==> config.mk <==
export PLATFORM = sky130hd
export DESIGN_NAME = frame_bitpack
export DESIGN_NICKNAME = d
export VERILOG_FILES = /design/src/rtl/fbp_pkg.sv /design/src/rtl/fbp_packer.sv /design/src/rtl/fbp_unpacker.sv /design/src/rtl/frame_bitpack.sv
export SDC_FILE = /design/constraint.sdc
export NUM_CORES = 1
export LEC_CHECK = 0
export BUFFER_PORTS_ARGS = -buffer_cell sky130_fd_sc_hd__buf_4
export CAP_MARGIN = 20
export CORE_AREA = 2 2 134 168
export DETAILED_ROUTE_END_ITERATION = 7
export DIE_AREA = 0 0 136 170
export GPL_TIMING_DRIVEN = 0
export PLACE_DENSITY = 0.84
export SYNTH_ARGS = -nofsm -noshare
export SYNTH_HDL_FRONTEND = slang
export SYNTH_HIERARCHICAL = 1
export SYNTH_SLANG_ARGS = --single-unit
==> constraint.sdc <==
create_clock -name clk -period 2.66 [get_ports clk]
set_clock_uncertainty 0.1 [all_clocks]
set_input_delay 0.133 -clock clk [delete_from_list [all_inputs] [get_ports clk]]
set_output_delay 0.133 -clock clk [all_outputs]
set_load 0.01 [all_outputs]
==> src/rtl/fbp_pkg.sv <==
package fbp_pkg;
  parameter int LSP_W    = 18;
  parameter int P1_W     = 8;
  parameter int PAR_SPAN = 6;
  parameter int FC_W     = 17;
  parameter int GN_W     = 7;
  parameter int P2_W     = 5;
  parameter int SID_W    = 15;

  localparam int SPEECH_LEN = LSP_W + P1_W + 1 + 2 * FC_W + 2 * GN_W + P2_W;
  localparam int PAR_POS    = SPEECH_LEN - LSP_W - P1_W - 1;
  localparam int CNT_W      = $clog2(SPEECH_LEN + 2);

  typedef enum logic [1:0] {
    FT_NONE   = 2'd0,
    FT_SPEECH = 2'd1,
    FT_SID    = 2'd2,
    FT_BAD    = 2'd3
  } ftype_e;

  typedef struct packed {
    logic [LSP_W-1:0] lsp;
    logic [P1_W-1:0]  p1;
    logic [FC_W-1:0]  fc1;
    logic [GN_W-1:0]  g1;
    logic [P2_W-1:0]  p2;
    logic [FC_W-1:0]  fc2;
    logic [GN_W-1:0]  g2;
  } speech_t;

  function automatic logic pitch_parity(input logic [P1_W-1:0] p);
    return ^p[P1_W-1 -: PAR_SPAN];
  endfunction
endpackage

==> src/rtl/fbp_packer.sv <==
module fbp_packer
  import fbp_pkg::*;
(
  input  logic             clk,
  input  logic             rst_n,
  input  logic             in_valid,
  output logic             in_ready,
  input  logic [1:0]       in_type,
  input  speech_t          sp,
  input  logic [SID_W-1:0] sid,
  output logic             ser_valid,
  output logic             ser_bit,
  output logic             ser_sof,
  output logic             ser_eof
);
  logic                  busy, first;
  logic [SPEECH_LEN-1:0] sh;
  logic [CNT_W-1:0]      left;
  logic [SPEECH_LEN-1:0] load_vec;
  logic [CNT_W-1:0]      load_len;

  always_comb begin
    case (in_type)
      FT_SPEECH: begin
        load_vec = {sp.lsp, sp.p1, pitch_parity(sp.p1), sp.fc1, sp.g1,
                    sp.p2, sp.fc2, sp.g2};
        load_len = CNT_W'(SPEECH_LEN);
      end
      FT_SID: begin
        load_vec = {sid, {(SPEECH_LEN - SID_W){1'b0}}};
        load_len = CNT_W'(SID_W);
      end
      default: begin
        load_vec = '0;
        load_len = '0;
      end
    endcase
  end

  always_ff @(posedge clk) begin
    if (!rst_n) begin
      busy  <= 1'b0;
      first <= 1'b0;
      sh    <= '0;
      left  <= '0;
    end else if (!busy) begin
      if (in_valid) begin
        busy  <= 1'b1;
        first <= 1'b1;
        sh    <= load_vec;
        left  <= load_len;
      end
    end else begin
      first <= 1'b0;
      if (left < CNT_W'(2)) begin
        busy <= 1'b0;
      end else begin
        left <= left - CNT_W'(1);
        sh   <= sh << 1;
      end
    end
  end

  assign in_ready  = !busy;
  assign ser_valid = busy && (left != '0);
  assign ser_bit   = ser_valid && sh[SPEECH_LEN-1];
  assign ser_sof   = busy && first;
  assign ser_eof   = busy && (left < CNT_W'(2));


  accept_starts_chk: assert property (@(posedge clk) disable iff (!rst_n)
    in_valid && in_ready |=> ser_sof);

  busy_blocks_chk: assert property (@(posedge clk) disable iff (!rst_n)
    ser_valid |-> !in_ready);

  eof_closes_chk: assert property (@(posedge clk) disable iff (!rst_n)
    ser_eof |=> !ser_valid);

  empty_slot_chk: assert property (@(posedge clk) disable iff (!rst_n)
    ser_sof && !ser_valid |-> ser_eof);
endmodule

==> src/rtl/fbp_unpacker.sv <==
module fbp_unpacker
  import fbp_pkg::*;
(
  input  logic             clk,
  input  logic             rst_n,
  input  logic             rx_valid,
  input  logic             rx_bit,
  input  logic             rx_sof,
  input  logic             rx_eof,
  output logic             out_valid,
  output logic [1:0]       out_type,
  output speech_t          sp_out,
  output logic [SID_W-1:0] sid_out,
  output logic             parity_err
);
  localparam logic [CNT_W-1:0] SAT = CNT_W'(SPEECH_LEN + 1);

  logic [SPEECH_LEN-1:0] acc, acc_n;
  logic [CNT_W-1:0]      cnt, cnt_n;
  speech_t               rx_sp;
  ftype_e                kind;

  always_comb begin
    acc_n = acc;
    cnt_n = cnt;
    if (rx_sof) begin
      acc_n = '0;
      cnt_n = '0;
    end
    if (rx_valid) begin
      acc_n = {acc_n[SPEECH_LEN-2:0], rx_bit};
      if (cnt_n != SAT) cnt_n = cnt_n + CNT_W'(1);
    end
  end

  assign rx_sp = speech_t'({acc_n[SPEECH_LEN-1:PAR_POS+1], acc_n[PAR_POS-1:0]});

  always_comb begin
    if (cnt_n == CNT_W'(SPEECH_LEN))  kind = FT_SPEECH;
    else if (cnt_n == CNT_W'(SID_W))  kind = FT_SID;
    else if (cnt_n == '0)             kind = FT_NONE;
    else                              kind = FT_BAD;
  end

  always_ff @(posedge clk) begin
    if (!rst_n) begin
      acc        <= '0;
      cnt        <= '0;
      out_valid  <= 1'b0;
      out_type   <= FT_NONE;
      sp_out     <= '0;
      sid_out    <= '0;
      parity_err <= 1'b0;
    end else begin
      acc        <= acc_n;
      cnt        <= cnt_n;
      out_valid  <= rx_eof;
      parity_err <= 1'b0;
      if (rx_eof) begin
        out_type   <= kind;
        sp_out     <= (kind == FT_SPEECH) ? rx_sp : '0;
        sid_out    <= (kind == FT_SID) ? acc_n[SID_W-1:0] : '0;
        parity_err <= (kind == FT_SPEECH) &&
                      (pitch_parity(rx_sp.p1) != acc_n[PAR_POS]);
      end
    end
  end


  eof_reports_chk: assert property (@(posedge clk) disable iff (!rst_n)
    rx_eof |=> out_valid);

  perr_speech_only_chk: assert property (@(posedge clk) disable iff (!rst_n)
    parity_err |-> out_valid && out_type == FT_SPEECH);
endmodule

==> src/rtl/frame_bitpack.sv <==
module frame_bitpack
  import fbp_pkg::*;
(
  input  logic             clk,
  input  logic             rst_n,
  input  logic             in_valid,
  output logic             in_ready,
  input  logic [1:0]       in_type,
  input  logic [LSP_W-1:0] in_lsp,
  input  logic [P1_W-1:0]  in_p1,
  input  logic [FC_W-1:0]  in_fc1,
  input  logic [GN_W-1:0]  in_g1,
  input  logic [P2_W-1:0]  in_p2,
  input  logic [FC_W-1:0]  in_fc2,
  input  logic [GN_W-1:0]  in_g2,
  input  logic [SID_W-1:0] in_sid,
  output logic             ser_valid,
  output logic             ser_bit,
  output logic             ser_sof,
  output logic             ser_eof,
  input  logic             rx_valid,
  input  logic             rx_bit,
  input  logic             rx_sof,
  input  logic             rx_eof,
  output logic             out_valid,
  output logic [1:0]       out_type,
  output logic [LSP_W-1:0] out_lsp,
  output logic [P1_W-1:0]  out_p1,
  output logic [FC_W-1:0]  out_fc1,
  output logic [GN_W-1:0]  out_g1,
  output logic [P2_W-1:0]  out_p2,
  output logic [FC_W-1:0]  out_fc2,
  output logic [GN_W-1:0]  out_g2,
  output logic [SID_W-1:0] out_sid,
  output logic             parity_err
);
  speech_t tx_sp, rx_sp;

  assign tx_sp = '{lsp: in_lsp, p1: in_p1, fc1: in_fc1, g1: in_g1,
                   p2: in_p2, fc2: in_fc2, g2: in_g2};

  fbp_packer u_pack (
    .clk(clk), .rst_n(rst_n), .in_valid(in_valid), .in_ready(in_ready),
    .in_type(in_type), .sp(tx_sp), .sid(in_sid),
    .ser_valid(ser_valid), .ser_bit(ser_bit), .ser_sof(ser_sof), .ser_eof(ser_eof)
  );

  fbp_unpacker u_unpack (
    .clk(clk), .rst_n(rst_n), .rx_valid(rx_valid), .rx_bit(rx_bit),
    .rx_sof(rx_sof), .rx_eof(rx_eof), .out_valid(out_valid), .out_type(out_type),
    .sp_out(rx_sp), .sid_out(out_sid), .parity_err(parity_err)
  );

  assign out_lsp = rx_sp.lsp;
  assign out_p1  = rx_sp.p1;
  assign out_fc1 = rx_sp.fc1;
  assign out_g1  = rx_sp.g1;
  assign out_p2  = rx_sp.p2;
  assign out_fc2 = rx_sp.fc2;
  assign out_g2  = rx_sp.g2;
endmodule

==> summary.md <==
| Metric | Value |
|---|---|
| Status | finished with violations |
| Failing checks | setup timing |
| Synthesized instance count | 1039 |
| Vias | 9856 |
| Average wire per standard cell | roughly 19 µm |
| Synth Flop Type | dfxtp_1 |
| Compound-gate portion of the synthesized area | a little under a fifth |
| Worst path max stage delay | about 540 ps |
| Fmax | between 300 and 400 MHz |
| Leak | 0.00612 µW |
| Pin count of the biggest net entering global routing | 16 |
| Final Hold Viols | 0 |
| Grt total ovfl | 0 |
| DRT Wirelength | 32.7 mm |
| Clock share of power | 39.4% |
| Clk buf depth | 3 |
| CTS tree | done |
| Setup Crit Path Kind | flop to flop |
| Post-synthesis sequential area ratio | between 50 and 60% |
| Crit start category | flop |
| Final ANT Viol Nets | 0 |
| Fill count | between 1000 and 1500 |
| Syn_area_per_cell | around 10 µm² |
| Dpl hpwl | 20.0 mm |
| Area occupied by multi-input gates | 4520 µm² |
| Max-cap viol count | 0 |
| Maximum fanout along the worst path | 5 |
| Initial antenna violation count | 1 |
| Clock net sink count | ~270 |
| Slowest CP cell | or4b_4 |
| Met2 Wirelength | roughly 16 mm |
| Hold/Removal Path Class | input port to flop |
| Post-route cell area | 14700 µm² |
| GPL Wtd Cong | between 0.8 and 0.9 |
| Reg power frac | a little under half |
| H-tree Lvls | 1 |
| Unrepaired setup endpoints after global routing | yes |
| Post-Synth Simple-Gate Area | 13.9% |
| DR pass1 iterations | 8 |
| Full die area | between 20000 and 25000 µm² |
| Die width | around 140 µm |
| Slew Viols, Final | 0 |
| Hold slack | roughly 32 ps |
| CTS buffer count | 27 |
| Slew HR | around two fifths |
| Period minus WS final | roughly 2800 ps |
| Storage element area | ~5500 µm² |
| Cell breakdown of the critical path | or4b_4 -> or3_4 -> a221o_1 -> a2111oi_4 -> buf_4 -> buf_12 -> buf_12 -> buf_6 -> a22o_1 |
| Port Buf Inserts | 205 |
| Total negative slack | -5330 ps |
| Distinct cells, synth | 55 |
| Synth Area in Adders | 0.964% |
| Worst-margin pin slew | about 900 ps |
| Sw frac | a little over a quarter |
| Final WS setup | -116 ps |
| Vias/cell | about 5.8 |
| CTS root buf | clkbuf_16 |
| Synth Register Bits | 274 |
| Clock slew at the register clock pins of the worst setup and hold paths | roughly 60 ps |
| Total Power | 9740 µW |
| Pwr Density | ~660 nW/µm² |
| Non-filler cells in the finished layout | around 1700 |
| Placed Area | 12300 µm² |
| Async S/R FF share, synth | 0% |
| Placed cells | 1523 |
| Share of total power in combinational logic | between 10% and 20% |
| Post-synthesis xor/xnor area fraction | under 10% |
| Rows | 60 |
| Initial Utilization | between 40% and 50% |
| Number of global-route vias before repair | roughly 10000 |
| Fin nets | between 1500 and 2000 |
| Worst skew pair latency | ~530 ps |
| Arrival @ worst endpoint | about 3200 ps |
| Largest family of logic cells by synthesized area | compound AO/OA/AOI/OAI gates |
| Most used cell, CP | buf_12 |
| Ys Warns | 6 |
| First-iteration detailed-routing DRC count | between 600 and 700 |
| Num ports | 206 |
| Die Y | 170 µm |
| Total Routing Usage GR | a little over a quarter |
| Uppermost layer routed | met4 |
| WL met1 | 12.0 mm |
| Fin crit share | 104% |
| Ratio of cells with drive above 1 in the final layout | between 20% and 30% |
| Area growth, synth to finish | 41.4% |
| Internal power | between 7000 and 8000 µW |
| Post-Syn Area | about 10000 µm² |
| Number of synthesized flops with an enable pin | 0 |
| Met3 WL | between 3 and 4 mm |
| NetSw | ~2600 µW |
| Core ar. | 21500 µm² |
| Crit. End Element | flop |
| Syn nets | 1150 |
| Global-route wire length before repair | between 50 and 60 mm |
| WP data required | between 3000 and 4000 ps |
| Maximum vdd ir drop | around 0.64 mV |
| Mux cell area share after synthesis | 7.90% |
| # DRC | 0 |
| Setup Viol. Count Final | between 70 and 80 |
| Flop-to-flop setup slack | -120 ps |
timing repair:
item                                   4_1_cts  5_1_grt
setup endpoints to repair                   96       96
gates cloned                                 6        1
resized for setup                           45       18
hold buffers                                98        0
setup buffers                               16        6
endpoints found under the hold margin       95        0
pin swaps                                   12       16
worst paths after layout:
kind	cells past startpoint	end	start
setup / recovery	9	u_unpack/sp_out[28]$_SDFFE_PN0P_	u_unpack/cnt[5]$_SDFF_PN0_
hold / removal	4	u_pack/left[6]$_SDFFE_PN0P_	in_type[0]
setup reg to reg	9	u_unpack/sp_out[28]$_SDFFE_PN0P_	u_unpack/cnt[5]$_SDFF_PN0_
hold reg to reg	2	u_unpack/sid_out[0]$_SDFFE_PN0P_	u_unpack/sid_out[0]$_SDFFE_PN0P_
state kept, by name, indices dropped and copies added, names as in the netlist:
signal and cells:
u_pack/busy 1, u_unpack/acc 80, u_pack/first 1, u_unpack/cnt 7, u_unpack/parity_err 1, u_unpack/sp_out 79
u_unpack/out_type 2, u_unpack/sid_out 15, u_unpack/out_valid 1, u_pack/left 7, u_pack/sh 80
synth_stat cells (3+ instances only):
library cell  number  area (µm²)
mux2i_1           82         821
and2_1             7        43.8
a222oi_1          14         140
xor2_1             8        70.1
nor2b_1            5        31.3
a211oi_1          17         128
nand2_1           30         113
nor3_1            66         330
or4_1              4        30.0
buf_2             18        90.1
or3_1              4        25.0
a21oi_1           10        50.1
clkbuf_1          56         210
dfxtp_1          274        5490
buf_1             14        52.6
xnor2_1           10        87.6
inv_1             10        37.5
ha_1               8         100
a22o_1            79         692
nand2b_1           3        18.8
o31ai_1           16         120
nor2_1           183         687
o21ai_0            9        45.0
a221oi_1          64         561
nand3_1            8        40.0
layout by cell type (no fill, tap or decap), types with 7 or more instances in the layout:
cell | Yosys | routed
a222oi_1 | 14 | 14
buf_8 | 0 | 7
buf_6 | 2 | 10
dlygate4sd3_1 | 0 | 98
nor3_1 | 66 | 66
xor2_1 | 8 | 8
inv_1 | 10 | 10
clkbuf_1 | 56 | 52
dfxtp_1 | 274 | 269
nor2_1 | 183 | 183
mux2i_1 | 82 | 82
buf_4 | 2 | 219
o31ai_1 | 16 | 15
ha_1 | 8 | 7
a21oi_1 | 10 | 10
nand2_1 | 30 | 30
a221oi_1 | 64 | 64
buf_1 | 14 | 14
clkbuf_8 | 0 | 9
buf_2 | 18 | 11
xnor2_1 | 10 | 10
clkbuf_16 | 0 | 29
and2_1 | 7 | 7
a22o_1 | 79 | 79
a211oi_1 | 17 | 17
nand3_1 | 8 | 8
o21ai_0 | 9 | 9
worst max-delay path: cells and delay by family (launching register included):
kind / cells / cell delay [ps]
compound gates: 3 / 810
buf+inv: 4 / 540
flops: 1 / 340
simple gates: 2 / 930
logic make-up (layout without fill, tap and decap cells):
family                     count (synthesis)  count (layout)
buffers and inverters                    105             482
DFF                                      274             274
xor gates and xnor gates                  19              19
AOI/OAI and AO/OA                        228             228
and+or+nand+nor                          323             323
muxes                                     82              82
other                                      0               1
adders and majority gates                  8               8
metal layers:
metal | vias to the layer above | global-route usage [%]
met1 | 4701 | 29.7
li1 | 4519 | -
met5 | - | 0
met2 | 500 | 47.8
met4 | 0 | 12.5
met3 | 136 | 8.88
area by class of cell:
| cell class | count | share of cell area, % |
|---|---|---|
| Antenna cell | 1 | 0.0170 |
| Clock inverter | 13 | 0.784 |
| Timing Repair Buffer | 331 | 19.6 |
| Multi-Input combinational cell | 660 | 30.8 |
| Sequential cell | 274 | 37.4 |
| Clock buffer | 37 | 5.40 |
| Inverter | 13 | 0.332 |
| Tap cell | 279 | 2.38 |
| Buffer | 88 | 3.23 |
power by group through the flow:
stage | Combinational (µW) | Sequential (µW) | Clock [µW]
after floorplan | 838 | 4490 | 0
after detailed placement | 1210 | 4530 | 0
after CTS | 1360 | 4440 | 3890
final | 1450 | 4450 | 3840
after global placement | 1180 | 4510 | 0
after global routing | 1570 | 4470 | 4060
per-stage QoR:
step / utilization (%) / setup slack, ps
6_report: 68.4 / -116
5_1_grt: 68.4 / -182
4_1_cts: 67.8 / -136
3_3_place_gp: 57.3 / -689
3_5_place_dp: 57.3 / -689
2_1_floorplan: - / -177
No activity file was read; power rests on OpenSTA's default activity.
